==> src/rtl/uart_brk_pkg.sv <==
package uart_brk_pkg;

    typedef enum logic [2:0] {
        ST_IDLE,
        ST_START,
        ST_DATA,
        ST_PARITY,
        ST_STOP,
        ST_BRK_WAIT
    } rx_state_t;

    typedef struct packed {
        logic       valid;
        logic [7:0] data;
        logic       ferr;
        logic       perr;
        logic       brk;
    } rx_evt_t;

endpackage

==> src/rtl/uart_brk_sync.sv <==
module uart_brk_sync #(
    parameter int STAGES = 2
) (
    input  logic clk,
    input  logic rst_n,
    input  logic din,
    output logic dout
);
    logic [STAGES-1:0] chain_q;

    generate
        for (genvar i = 0; i < STAGES; i++) begin : g_stage
            if (i == 0) begin : g_first
                always_ff @(posedge clk or negedge rst_n) begin
                    if (!rst_n) chain_q[0] <= 1'b1;
                    else        chain_q[0] <= din;
                end
            end else begin : g_next
                always_ff @(posedge clk or negedge rst_n) begin
                    if (!rst_n) chain_q[i] <= 1'b1;
                    else        chain_q[i] <= chain_q[i-1];
                end
            end
        end
    endgenerate

    assign dout = chain_q[STAGES-1];
endmodule

==> src/rtl/uart_brk_fsm.sv <==
module uart_brk_fsm
    import uart_brk_pkg::*;
#(
    parameter int DATA_BITS     = 8,
    parameter int OVS           = 16,
    parameter int BRK_END_TICKS = 2
) (
    input  logic    clk,
    input  logic    rst_n,
    input  logic    tick,
    input  logic    rxd_s,
    input  logic    par_en,
    input  logic    par_odd,
    output rx_evt_t evt
);
    localparam int CNT_W = $clog2(OVS);
    localparam int IDX_W = $clog2(DATA_BITS + 1);
    localparam int HI_W  = $clog2(BRK_END_TICKS + 1);
    localparam logic [CNT_W-1:0] START_LAST = CNT_W'(OVS / 2 - 1);
    localparam logic [CNT_W-1:0] BIT_LAST   = CNT_W'(OVS - 1);
    localparam logic [IDX_W-1:0] IDX_LAST   = IDX_W'(DATA_BITS - 1);
    localparam logic [HI_W-1:0]  HI_LAST    = HI_W'(BRK_END_TICKS - 1);

    rx_state_t            state_q, state_d;
    logic [CNT_W-1:0]     cnt_q;
    logic [IDX_W-1:0]     idx_q;
    logic [DATA_BITS-1:0] shreg_q;
    logic                 par_bit_q;
    logic [HI_W-1:0]      hi_q;

    logic sample_pt;
    logic is_brk;
    logic par_bad;
    logic brk_over;

    // A sample point is the last tick of the current counting window.
    always_comb begin
        if (state_q == ST_START) sample_pt = tick && (cnt_q == START_LAST);
        else                     sample_pt = tick && (cnt_q == BIT_LAST);
    end

    assign is_brk   = (shreg_q == '0) && (!par_en || !par_bit_q) && !rxd_s;
    assign par_bad  = par_en && (par_bit_q != ((^shreg_q) ^ par_odd));
    assign brk_over = tick && rxd_s && (hi_q == HI_LAST);

    // State register
    always_ff @(posedge clk or negedge rst_n) begin
        if (!rst_n) state_q <= ST_IDLE;
        else        state_q <= state_d;
    end

    // Next-state logic
    always_comb begin
        state_d = state_q;
        unique case (state_q)
            ST_IDLE: begin
                if (tick && !rxd_s) state_d = ST_START;
            end
            ST_START: begin
                if (sample_pt) state_d = rxd_s ? ST_IDLE : ST_DATA;
            end
            ST_DATA: begin
                if (sample_pt && (idx_q == IDX_LAST))
                    state_d = par_en ? ST_PARITY : ST_STOP;
            end
            ST_PARITY: begin
                if (sample_pt) state_d = ST_STOP;
            end
            ST_STOP: begin
                if (sample_pt) state_d = is_brk ? ST_BRK_WAIT : ST_IDLE;
            end
            ST_BRK_WAIT: begin
                if (brk_over) state_d = ST_IDLE;
            end
            default: state_d = ST_IDLE;
        endcase
    end

    // Tick counter, bit index, data shifter, parity bit, high-run counter
    always_ff @(posedge clk or negedge rst_n) begin
        if (!rst_n) begin
            cnt_q     <= '0;
            idx_q     <= '0;
            shreg_q   <= '0;
            par_bit_q <= 1'b0;
            hi_q      <= '0;
        end else begin
            if (state_q == ST_IDLE || state_q == ST_BRK_WAIT) begin
                cnt_q <= '0;
            end else if (tick) begin
                cnt_q <= sample_pt ? '0 : cnt_q + 1'b1;
            end

            if (state_q != ST_DATA) begin
                idx_q <= '0;
            end else if (sample_pt) begin
                idx_q <= idx_q + 1'b1;
            end

            if (state_q == ST_DATA && sample_pt) begin
                shreg_q <= {rxd_s, shreg_q[DATA_BITS-1:1]};
            end

            if (state_q == ST_START) begin
                par_bit_q <= 1'b0;
            end else if (state_q == ST_PARITY && sample_pt) begin
                par_bit_q <= rxd_s;
            end

            if (state_q != ST_BRK_WAIT) begin
                hi_q <= '0;
            end else if (tick) begin
                hi_q <= rxd_s ? hi_q + 1'b1 : '0;
            end
        end
    end

    // Output events, registered
    always_ff @(posedge clk or negedge rst_n) begin
        if (!rst_n) begin
            evt <= '0;
        end else begin
            evt.valid <= (state_q == ST_STOP) && sample_pt && !is_brk;
            evt.data  <= shreg_q;
            evt.ferr  <= (state_q == ST_STOP) && sample_pt && !is_brk && !rxd_s;
            evt.perr  <= (state_q == ST_STOP) && sample_pt && !is_brk && par_bad;
            evt.brk   <= ((state_q == ST_STOP) && sample_pt && is_brk) ||
                         ((state_q == ST_BRK_WAIT) && brk_over);
        end
    end
endmodule

==> src/rtl/uart_brk_status.sv <==
module uart_brk_status
    import uart_brk_pkg::*;
#(
    parameter int DATA_BITS = 8
) (
    input  logic                 clk,
    input  logic                 rst_n,
    input  rx_evt_t              evt,
    input  logic                 clr,
    output logic [DATA_BITS-1:0] data,
    output logic                 valid,
    output logic                 ferr,
    output logic                 perr,
    output logic                 brk
);
    always_ff @(posedge clk or negedge rst_n) begin
        if (!rst_n) begin
            data  <= '0;
            valid <= 1'b0;
            ferr  <= 1'b0;
            perr  <= 1'b0;
            brk   <= 1'b0;
        end else begin
            valid <= evt.valid;
            if (evt.valid) data <= evt.data;
            if (clr) begin
                ferr <= 1'b0;
                perr <= 1'b0;
                brk  <= 1'b0;
            end else begin
                ferr <= ferr | evt.ferr;
                perr <= perr | evt.perr;
                brk  <= brk  | evt.brk;
            end
        end
    end
endmodule

==> src/rtl/uart_brk_rx.sv <==
module uart_brk_rx
    import uart_brk_pkg::*;
#(
    parameter int DATA_BITS     = 8,
    parameter int OVS           = 16,
    parameter int SYNC_STAGES   = 2,
    parameter int BRK_END_TICKS = 2
) (
    input  logic                 clk,
    input  logic                 rst_n,
    input  logic                 os_tick,
    input  logic                 rxd,
    input  logic                 par_en,
    input  logic                 par_odd,
    input  logic                 rst_status,
    output logic [DATA_BITS-1:0] rx_data,
    output logic                 rx_valid,
    output logic                 frame_err,
    output logic                 parity_err,
    output logic                 brk_flag
);
    logic    rxd_s;
    rx_evt_t evt;

    uart_brk_sync #(.STAGES(SYNC_STAGES)) u_sync (
        .clk  (clk),
        .rst_n(rst_n),
        .din  (rxd),
        .dout (rxd_s)
    );

    uart_brk_fsm #(
        .DATA_BITS    (DATA_BITS),
        .OVS          (OVS),
        .BRK_END_TICKS(BRK_END_TICKS)
    ) u_fsm (
        .clk    (clk),
        .rst_n  (rst_n),
        .tick   (os_tick),
        .rxd_s  (rxd_s),
        .par_en (par_en),
        .par_odd(par_odd),
        .evt    (evt)
    );

    uart_brk_status #(.DATA_BITS(DATA_BITS)) u_status (
        .clk  (clk),
        .rst_n(rst_n),
        .evt  (evt),
        .clr  (rst_status),
        .data (rx_data),
        .valid(rx_valid),
        .ferr (frame_err),
        .perr (parity_err),
        .brk  (brk_flag)
    );
endmodule

==> config.mk <==
export PLATFORM = sky130hd
export DESIGN_NAME = uart_brk_rx
export DESIGN_NICKNAME = d
export VERILOG_FILES = /design/src/rtl/uart_brk_pkg.sv /design/src/rtl/uart_brk_sync.sv /design/src/rtl/uart_brk_fsm.sv /design/src/rtl/uart_brk_status.sv /design/src/rtl/uart_brk_rx.sv
export SDC_FILE = /design/constraint.sdc
export NUM_CORES = 1
export LEC_CHECK = 0
export BUFFER_PORTS_ARGS = -buffer_cell sky130_fd_sc_hd__buf_4
export CAP_MARGIN = 5
export CORE_UTILIZATION = 40
export CTS_BUF_LIST = sky130_fd_sc_hd__clkbuf_16
export DETAILED_ROUTE_END_ITERATION = 8
export GPL_TIMING_DRIVEN = 1
export SYNTH_ARGS = -nofsm -noshare
export SYNTH_HDL_FRONTEND = slang
export SYNTH_SLANG_ARGS = --single-unit
==> constraint.sdc <==
create_clock -name clk -period 1.8 [get_ports clk]
set_input_delay 0.36 -clock clk [delete_from_list [all_inputs] [get_ports clk]]
set_output_delay 0.36 -clock clk [all_outputs]
set_load 0.02 [all_outputs]
==> qor.yml <==
status:
  status: "finished, violations left"
  violations: "negative setup slack"
grt:
  grt_first_pass_wirelength_um: 6368
  antenna_found_initial: 0
  grt_max_degree: 49
  grt_pass1_vias: 1468
  gr-total-overflow: 0
  groute.usage.overall_pct: 15.37
worst_setup_path:
  crit_type: "reg -> reg"
  cp_data_arrival_time_ns: 1.97
  crit_path_max_fanout: 5
  cp.required_ns: 1.97
  cp-start-kind: "flop"
  cpMostUsedCell: "mux2_4"
  endpoint_kind: "flop"
  crit_slowest_cell: "dfrtp_2"
  crit_path_max_incr_delay_ns: 0.44
  path_cells: "nor3b_4 > mux2_4 > a211o_1 > mux2_4"
timing:
  finalSetupTns_ns: -0.001003
  fmax_mhz: 555.2
  min_period_ns: 1.801
  finalHoldViolations: 0
  fin_crit_sh_pct: 100.1
  slew-limit-headroom_pct: 61.16
  rsz0062_at_grt: "true"
  worst_pin_slew_ns: 0.5825
  setup_viol: 1
  setup_ws_ns: -0.001003
  final-max-slew-violation-count: 0
  finClkSkew_ns: 0.004166
routing:
  wl_met2_um: 1850
  post_drt_wl_per_cell_um: 12.86
  drt-met1-wl_um: 1605
  highest_layer: "met4"
  avgViaCountPerCell: 4.951
  drt_iter0_drc: 61
  totalWireLength_um: 3651
  firstDrtPassIters: 4
  vias: 1406
  remaining_drc_errors: 0
  wl_met3_um: 124
  ant_nets: 0
placed_design:
  dp_hpwl_um: 2630
  portBuffers: 18
  numPlacedInstances: 273
  place.gp.congestion: 0.7993
cells_and_area:
  final_cells: 284
  antenna_cells: 0
  fill_cells: 415
  drive_above_1_share_pct: 29.95
  syn_to_final_growth_pct: 25.41
  final_nets: 230
cts:
  insertion_delay_ns: 0.28
  clk_pin_slew_ns: 0.06
  cts_htree_levels: 2
  clock-root-buffer: "clkbuf_16"
  cts-buffers-inserted: 5
  clockBufferDepth: 2
  cts_sinks: 48
  cts_tree: "done"
  cts-hold-fix-buffers: 0
synth:
  yosys-top-cells-count: "dfrtp_1 (46), nand2_1 (15), inv_1 (14)"
  syn_area_sq_um: 2078
  synthCells: 184
  async_reset_ff_share_pct: 100.0
  yosysWarnings: 0
  synth.avg_cell_area_sq_um: 11.29
  ys_ff_latch: 48
  synth_ff_type: "dfrtp_1"
  synth_edf_count: 0
  seq_area_frac_synth_pct: 57.92
  yosysMostFrequentCell: "dfrtp_1"
  syn_nets: 198
  ys_top_cells_by_area: "dfrtp_1 (55%), mux2_2 (4.9%), ha_1 (4.2%)"
  netlist.area_leader.share_pct: 55.39
  synth_cell_types: 38
  yosys.area.top_type: "dfrtp_1"
die:
  die_x_um: 74.08
  die_area_sq_um: 5488
  initial_core_util_pct: 42.86
  core_area_sq_um: 4848
  placementRows: 25
  fp.dieH_um: 74.08
  ios: 19
pwr:
  power.leakage_nw: 1.227
  power.density_nw_per_um2: 1346
  ir_worst_vdd_mv: 0.4557
min_path:
  hp-class: "in -> async"
job:
  cap_violations: 0
==> what timing repair did <==
action	in CTS	in global routing
setup endpoints to repair	2	6
pin swaps	0	2
hold endpoints to repair	0	0
setup buffers	2	1
resized for setup	3	3
==> metrics by stage <==
stage	util, %	setup slack, ns	power [W]	instance area (sq um)	hold WS [ns]
finish	53.75	-0.001003	0.003507	2606	0.08363
floorplan	-	-0.07711	0.002158	2112	0.06441
global route	53.75	-0.05463	0.003757	2606	0.1357
detailed placement	49.21	-0.02354	0.002446	2386	0.3540
global placement	49.21	0.002238	0.002382	2386	0.3457
CTS	53.26	0.009555	0.003540	2582	0.1007
==> layer usage <==
layer  global-route usage, %  up-vias
met5                       0        -
met1                   17.90      690
met3                   3.794        9
met4                   6.838        0
li1                        -      684
met2                   26.77       23
==> report_power, final <==
group	leakage, nW	internal (W)	switching [W]
logic	0.536	0.000465	0.000495
registers	0.611	0.00134	0.000163
clock network	0.0804	0.000659	0.000386
total	1.23	0.00246	0.00104
==> state kept, by name, summed over array words and instances, names as in the netlist, 2 cells and up <==
register       flops
u_fsm.hi_q         2
u_fsm.shreg_q      8
u_fsm.state_q      3
u_fsm.evt         12
u_fsm.idx_q        4
u_fsm.cnt_q        4
u_status.data      8
==> worst max-delay path, delay by kind of cell, from the launching register on <==
kind             cells  cell delay, ns
AO/OA/AOI/OAI        1            0.35
flip-flops           1            0.44
multiplexers         2            0.66
AND/OR/NAND/NOR      1            0.23
==> layout by cell type, fill, tap and decap left out, types with 3 or more instances in the layout <==
master | synthesis | layout
nand2b_1 | 3 | 3
nand2_1 | 15 | 15
buf_4 | 0 | 33
nand3b_1 | 4 | 4
ha_1 | 7 | 6
nor2b_1 | 3 | 3
inv_1 | 14 | 14
nor3_1 | 3 | 3
dfrtp_1 | 46 | 45
nor2_1 | 12 | 12
o21ai_0 | 11 | 11
mux2_2 | 9 | 8
nand3_1 | 3 | 3
o32ai_1 | 4 | 3
a21oi_1 | 5 | 5
clkbuf_16 | 0 | 5
xor2_1 | 5 | 5
xnor2_1 | 4 | 4
==> layout make-up <==
class,instances,area [sq um],share of cell area [%]
multi-input cells,113,825.8,31.69
clock inverters,3,46.29,1.776
flip-flops and latches,48,1205,46.23
clock buffers,5,125.1,4.801
inverters,14,52.55,2.016
well taps,67,83.83,3.217
repair buffers,34,267.8,10.27
==> kinds of logic (layout without fill, tap and decap cells) <==
| kind of cell | Yosys count | in the layout | share of synthesized area (%) |
|---|---|---|---|
| XOR/XNOR | 9 | 9 | 3.793 |
| AND/OR/NAND/NOR | 59 | 59 | 15.53 |
| multiplexers | 12 | 12 | 6.382 |
| AO/OA/AOI/OAI | 26 | 26 | 7.707 |
| flip-flops | 48 | 48 | 57.92 |
| buffers and inverters | 23 | 56 | 4.455 |
| adder cells (fa/ha/maj) | 7 | 7 | 4.214 |
==> final timing paths <==
kind	startpoint	end	slack, ns	cells after the start
worst max-delay path	u_fsm.state_q[1]	u_fsm.state_q[0]	-0.001	4
worst min-delay path	rst_n	u_fsm.par_bit_q	0.08	1
worst max register to register	u_fsm.state_q[1]	u_fsm.state_q[0]	-0.001	4
worst min register to register	u_sync.chain_q[0]	u_sync.dout	0.36	0
max in group asynchronous	rst_n	u_fsm.state_q[1]	1.30	1
min in group clk	rxd	u_sync.chain_q[0]	0.18	1
(Power assumes the default switching activity.)
